--- config.mk ---
export PLATFORM = sky130hd
export DESIGN_NAME = cmd_status_unit
export DESIGN_NICKNAME = d
export VERILOG_FILES = /design/src/rtl/cmdstat_pkg.sv /design/src/rtl/cmd_decode.sv /design/src/rtl/req_pulse_bank.sv /design/src/rtl/err_track.sv /design/src/rtl/cmd_status_unit.sv
export SDC_FILE = /design/constraint.sdc
export NUM_CORES = 1
export LEC_CHECK = 0
export BUFFER_PORTS_ARGS = -buffer_cell sky130_fd_sc_hd__buf_2
export CAP_MARGIN = 40
export CELL_PAD_IN_SITES_DETAIL_PLACEMENT = 1
export CELL_PAD_IN_SITES_GLOBAL_PLACEMENT = 2
export CORE_MARGIN = 2
export CORE_UTILIZATION = 20
export CTS_BUF_LIST = sky130_fd_sc_hd__clkbuf_8
export CTS_CLUSTER_SIZE = 12
export DETAILED_ROUTE_END_ITERATION = 8
export PLACE_DENSITY = 0.9
export SLEW_MARGIN = 5
export SYNTH_ARGS = -nofsm -noshare
export SYNTH_HDL_FRONTEND = slang
export SYNTH_SLANG_ARGS = --single-unit
--- constraint.sdc ---
create_clock -name clk -period 1.72 [get_ports clk]
set_input_delay 0.344 -clock clk [delete_from_list [all_inputs] [get_ports clk]]
set_output_delay 0.344 -clock clk [all_outputs]
set_load 0.05 [all_outputs]
--- src/rtl/cmdstat_pkg.sv ---
package cmdstat_pkg;
  localparam int CODE_W = 8;
  localparam int ACT_N  = 6;

  localparam logic [CODE_W-1:0] ERR_NONE  = 8'h00;
  localparam logic [CODE_W-1:0] ERR_WAIT  = 8'hFC;
  localparam logic [CODE_W-1:0] ERR_PARAM = 8'hFE;

  // request vector bit positions
  localparam int A_REBOOT  = 0;
  localparam int A_RECAL   = 1;
  localparam int A_CHARGE  = 2;
  localparam int A_SAVE    = 3;
  localparam int A_LATCH   = 4;
  localparam int A_FACTORY = 5;

  function automatic logic [ACT_N-1:0] code_to_req(input logic [CODE_W-1:0] c);
    logic [ACT_N-1:0] r;
    r = '0;
    case (c)
      8'h01: r[A_REBOOT]  = 1'b1;
      8'h02: r[A_RECAL]   = 1'b1;
      8'h05: r[A_CHARGE]  = 1'b1;
      8'h26: r[A_SAVE]    = 1'b1;
      8'h27: r[A_LATCH]   = 1'b1;
      8'hAA: r[A_FACTORY] = 1'b1;
      default: r = '0;
    endcase
    return r;
  endfunction

  function automatic logic code_known(input logic [CODE_W-1:0] c);
    return (c == 8'h00) || (c == 8'h03) || (code_to_req(c) != '0);
  endfunction

  function automatic logic code_bcast_ok(input logic [CODE_W-1:0] c);
    return (c == 8'h00) || (c == 8'h01) || (c == 8'h27);
  endfunction
endpackage

--- src/rtl/cmd_decode.sv ---
module cmd_decode
  import cmdstat_pkg::*;
(
  input  logic              wr,
  input  logic [CODE_W-1:0] code,
  input  logic              bcast,
  output logic [ACT_N-1:0]  req_hot,
  output logic              cmd_fault
);
  logic legal;

  always_comb begin
    legal     = code_known(code) && (!bcast || code_bcast_ok(code));
    req_hot   = (wr && legal) ? code_to_req(code) : '0;
    cmd_fault = wr && !legal;
  end
endmodule

--- src/rtl/req_pulse_bank.sv ---
module req_pulse_bank #(
  parameter int N = 6
) (
  input  logic         clk,
  input  logic         rst_n,
  input  logic [N-1:0] d,
  output logic [N-1:0] q
);
  for (genvar i = 0; i < N; i++) begin : g_bit
    always_ff @(posedge clk) begin
      if (!rst_n) q[i] <= 1'b0;
      else        q[i] <= d[i];
    end
  end
endmodule

--- src/rtl/err_track.sv ---
module err_track
  import cmdstat_pkg::*;
(
  input  logic              clk,
  input  logic              rst_n,
  input  logic              fault_ev,
  input  logic              win_ev,
  output logic [CODE_W-1:0] err_q,
  output logic              ready_q
);
  always_ff @(posedge clk) begin
    if (!rst_n) begin
      err_q   <= ERR_WAIT;
      ready_q <= 1'b0;
    end else begin
      ready_q <= ready_q | win_ev;
      if (fault_ev)
        err_q <= ERR_PARAM;
      else if (win_ev && err_q == ERR_WAIT)
        err_q <= ERR_NONE;
    end
  end
endmodule

--- src/rtl/cmd_status_unit.sv ---
module cmd_status_unit
  import cmdstat_pkg::*;
(
  input  logic       clk,
  input  logic       rst_n,
  input  logic       cmd_wr,
  input  logic [7:0] cmd_code,
  input  logic       cmd_bcast,
  input  logic       wr_reject,
  input  logic       win_done,
  output logic       go_reset,
  output logic       go_recal,
  output logic       go_charge_clr,
  output logic       go_save,
  output logic       go_latch,
  output logic       go_factory,
  output logic [7:0] status_q,
  output logic [7:0] error_q,
  output logic [7:0] valid_q
);
  logic [ACT_N-1:0] req_hot;
  logic [ACT_N-1:0] req_q;
  logic             cmd_fault;
  logic             fault_ev;
  logic             ready_q;

  cmd_decode u_dec (
    .wr(cmd_wr), .code(cmd_code), .bcast(cmd_bcast),
    .req_hot(req_hot), .cmd_fault(cmd_fault)
  );

  assign fault_ev = cmd_fault | wr_reject;

  req_pulse_bank #(.N(ACT_N)) u_pulse (
    .clk(clk), .rst_n(rst_n), .d(req_hot), .q(req_q)
  );

  err_track u_err (
    .clk(clk), .rst_n(rst_n), .fault_ev(fault_ev), .win_ev(win_done),
    .err_q(error_q), .ready_q(ready_q)
  );

  assign go_reset      = req_q[A_REBOOT];
  assign go_recal      = req_q[A_RECAL];
  assign go_charge_clr = req_q[A_CHARGE];
  assign go_save       = req_q[A_SAVE];
  assign go_latch      = req_q[A_LATCH];
  assign go_factory    = req_q[A_FACTORY];

  assign status_q = {6'b0, (error_q != ERR_NONE), ready_q};
  assign valid_q  = {7'b0, ready_q};
endmodule

-- After elaboration in Yosys (flattened, before gate mapping)
Cells that the tools add are included.
- input bits: 14
- word-level logic and storage cells: 45
- register bits after elaboration: 14
- mux-type cells: 8
- equal/unequal tests: 8
- bitwise gates (word level): 3
- reduce and logical (&&, ||, !) cells: 17
- operators with widths (cell ; count):
    == test 8 x 2 -> 1 bit (second input constant) ; 2
    == test 8 x 6 -> 1 bit (second input constant) ; 2
    == test 8 x 1 -> 1 bit (second input constant) ; 1
    == test 8 x 3 -> 1 bit (second input constant) ; 1
    == test 8 bit (second input constant) ; 1
    logical NOT 8 bit ; 1
    nonzero test 8 bit ; 1
    == test 7 bit (second input constant) ; 1
    2-to-1 mux 1 bit ; 6
    nonzero test 6 bit ; 1
    logical OR 1 bit ; 5
    logical AND 1 bit ; 4
    2-to-1 mux 2 bit ; 2
    logical NOT 1 bit ; 2
    OR 1 bit ; 2
    AND reduction 2 bit ; 1
    nonzero test 2 bit ; 1
    OR reduction 2 bit ; 1
    NOT 1 bit ; 1

-- Logic depth before layout (Yosys ltp)
- depth in word-level cells: 9
- depth in mapped cells: 4

-- Cells and area by module
Synthesis repeated with hierarchy kept, for this count alone.
- cells, all modules: 78
- area total of the unflattened synthesis: 664.4 um2
- by module, submodules not included (module ; cells each ; sequential area each (um2) ; area an instance (um2) ; instances):
    cmd_decode ; 29 ; 0.0 ; 225.2 ; 1
    req_pulse_bank ; 12 ; 120.1 ; 157.7 ; 1
    err_track ; 17 ; 60.1 ; 142.6 ; 1
    cmd_status_unit ; 20 ; 0.0 ; 138.9 ; 1

-- Worst setup path before layout
Ideal clock, no wire load.
- path type: input -> register
- start point: in cmd_code[7]
- end point: reg u_err.err_q[6]
- slack: 0.109 ns
- data arrival time: 1.484 ns
- setup time: 0.127 ns
- stages on the path: 4
- cell sequence: or4_4 > o41ai_2 > a211oi_1 > or3_1
- word-level cells in the longest chain between the ends: 9
- elaborated cells on any way between the ends: 25
- those cells by class: eq/ne (7); mux (6); bitwise (1); reduce/logical (11)
- RTL lines (what ; line ; source):
    start: declaration ; cmd_status_unit.sv:7 ; input logic [7:0] cmd_code,
    == test 8 x 1 -> 1 bit (tied with other cells) ; cmdstat_pkg.sv:20, cmdstat_pkg.sv:37 ;
    2-to-1 mux 1 bit / logical OR 1 bit (equally long branches) ; cmdstat_pkg.sv:20, cmdstat_pkg.sv:37 ;
    nonzero test 6 bit / logical OR 1 bit (equally long branches) ; cmdstat_pkg.sv:33, cmdstat_pkg.sv:37 ;
    logical OR 1 bit (on tied branches) ; cmdstat_pkg.sv:33, cmd_decode.sv:13 ;
    logical AND 1 bit (*) ; cmd_decode.sv:13 ; legal = code_known(code) && (!bcast || code_bcast_ok(code));
    logical NOT 1 bit (*) ; cmd_decode.sv:15 ; cmd_fault = wr && !legal;
    logical AND 1 bit (*) ; cmd_decode.sv:15 ;
    OR 1 bit (*) ; cmd_status_unit.sv:32 ; assign fault_ev = cmd_fault | wr_reject;
    OR reduction 2 bit (no source line) (*) ; -- ;
    end signal: assignment ; err_track.sv:13 ; err_q <= ERR_WAIT;
    end signal: assignment ; err_track.sv:18 ; err_q <= ERR_PARAM;
    end signal: assignment ; err_track.sv:20 ; err_q <= ERR_NONE;
    end: declaration ; err_track.sv:8 ; output logic [CODE_W-1:0] err_q,
Mark *: on every way between the ends. The rest lies on a longest branch, timed or not.
A chain may end at the register's enable or synchronous reset.

-- Final worst setup path
Same ends and word-level chain as after synthesis.

==> results.json <==
{
  "status": "completed",
  "place_area_sq_um": 688,
  "yosys.area_share.simple_pct": 26.8,
  "grt_max_degree": 9,
  "cts_buffer_depth": 2,
  "cp-end-kind": "flop",
  "die_h_um": 56.9,
  "worstPathMaxFanout": 4,
  "ant_nets": 0,
  "muxShareOfSynthArea_pct": 0,
  "crit_chain": "buf_2, or4_4, a31oi_1, a211oi_1, or3_1",
  "fin_area_sq_um": 733,
  "routabilityCongestion": 0.656,
  "dr.pass1.iters": 4,
  "ios": 44,
  "cp.required_ns": 1.83,
  "grt_pass1_wl_mm": 2.00,
  "power.density_nw_per_um2": 836,
  "rows": 19,
  "cts_tree": "built",
  "maxCapViolCount": 0,
  "die_w_um": 56.9,
  "netlist.top_cell.by_area": "dfxtp_1",
  "hold_path_class": "in2reg",
  "port_buffers": 29,
  "grt_pass1_vias": 454,
  "max_stage_delay_ns": 0.56,
  "design.core.area_sq_um": 2710,
  "synth.avg_cell_area_sq_um": 8.90,
  "hold_buffers": 0,
  "min_period_ns": 1.55,
  "finalNetCount": 110,
  "ys_ff_latch": 9,
  "synth_compound_area_share_pct": 10.9,
  "skew_ns": 0.00165,
  "clock-root-buffer": "clkbuf_8",
  "antennaDiodeCount": 0,
  "synthAdderAreaFrac_pct": 0,
  "hold_viol": 0,
  "netlist_top_cells_area": "dfxtp_1, buf_4, or4b_1, o41ai_2, nor3_1",
  "max_freq_ghz": 0.644,
  "post_cts_buffers": 0,
  "p_leak_nw": 0.343,
  "via_count": 505,
  "cts_buffers": 3,
  "final_common_cell": "buf_2",
  "track_usage_pct": 8.20,
  "slowest_stage": "or4_4",
  "synthDistinctLibCells": 27,
  "dieArea_sq_um": 3240,
  "drcViolationCount": 0,
  "period_share_pct": 90.3,
  "yosys_warnings": 0,
  "path_delay_family": "simple AND/OR/NAND/NOR gates",
  "total_power_w": 0.000613,
  "syn_area_sq_um": 561,
  "synthArstFlopShare_pct": 0,
  "setup_viol": 0,
  "avgRoutedWirePerCell_um": 10.0,
  "post_cts_resized": 0,
  "syn2layout_area_growth_pct": 30.8,
  "synth_top_area_share_pct": 32.1,
  "start_util_pct": 20.7,
  "drt_wl_total_mm": 1.26,
  "path_class": "in2reg",
  "final_cell_mix": "buf_2, conb_1, dfxtp_1",
  "drv_slew": 0,
  "crit_arrival_ns": 1.66,
  "hpwlAfterDp_mm": 1.10,
  "synthCells": 63,
  "antenna_found_initial": 0,
  "drt_iter0_drc": 15,
  "path_buf_inv": 1,
  "synth_top_family_by_area": "buffers and inverters",
  "grt_setup_unrepaired": "false",
  "vdd.ir_drop.worst_uv": 380,
  "htree_num_levels": 1,
  "cts_sinks": 9,
  "ys_dominant_reg_cell": "dfxtp_1",
  "grt_remaining_overflow": 0,
  "synth_xor_area_share_pct": 0,
  "drive_above_1_share_pct": 46.3,
  "via_per_inst": 4.01,
  "clock_latency_ns": 0.23,
  "synth_edf_count": 0,
  "cp-start-kind": "input port",
  "clk_pin_slew_ns": 0.04,
  "yosysSeqAreaShare_pct": 32.1
}
## state kept, by name, indices dropped and copies added (netlist names)
name           flops
u_pulse.q          6
u_err.ready_q      1
u_err.err_q        2
## kinds of logic (layout without fill, tap and decap cells)
group / Yosys count / after routing
buffers and inverters: 23 / 42
AO/OA/AOI/OAI: 8 / 8
AND/OR/NAND/NOR: 22 / 22
other: 1 / 14
flip-flops: 9 / 9
## synth_stat cells, types with 2 or more instances
library cell   n
a21oi_1        2
nor2_1         2
dfxtp_1        9
nand3_1        2
or4b_1         2
or3_1          2
buf_4         21
nor3_1         3
inv_1          2
## power breakdown
part	switching (W)	internal, W
Sequential	0.00000324	0.000214
Combinational	0.000127	0.0000374
Clock	0.0000764	0.000155
Total	0.000207	0.000406
## per-layer routing
| layer | global-route usage (%) | up-vias | share of wire, % |
|---|---|---|---|
| li1 | - | 251 | - |
| met1 | 9.46 | 213 | 43 |
| met2 | 12.6 | 37 | 40 |
| met3 | 2.72 | 4 | 14 |
| met4 | 5.98 | 0 | 2.9 |
| met5 | 0 | - | 0 |
## path summary, 6_finish.rpt
check | start | to | slack [ns] | cells after the start
max | cmd_code[7] | u_err.err_q[6] | 0.17 | 5
min | wr_reject | u_err.err_q[6] | 0.32 | 2
max reg2reg | u_err.err_q[1] | u_err.err_q[6] | 0.74 | 3
min reg2reg | u_err.ready_q | u_err.ready_q | 0.47 | 1
## worst reg2reg max path: stages, from the launching register on
cell and delay (ns):
dfxtp_1 0.32, o21ai_0 0.19, nand2_1 0.06, or3_1 0.30
## area by class of cell
class	instances	area (sq um)
timing repair buffer	36	198
sequential	9	180
fill	340	1980
inverter	2	7.51
clock buffer	3	41.3
multi-input combinational	44	264
tap	31	38.8
clock inverter	1	3.75
## stage by stage
| stage | util (%) | hold slack [ns] | TNS, ns | setup slack (ns) | cells |
|---|---|---|---|---|---|
| final | 27.1 | 0.317 | 0 | 0.167 | 126 |
| after floorplan | - | 0.421 | 0 | 0.109 | 76 |
| after global placement | 25.4 | 0.451 | -0.0503 | -0.0503 | 122 |
| after detailed placement | 25.4 | 0.460 | -0.0898 | -0.0898 | 122 |
| after CTS | 27.1 | 0.312 | 0 | 0.163 | 126 |
| after global routing | 27.1 | 0.331 | 0 | 0.0824 | 126 |
(Power assumes the default switching activity.)
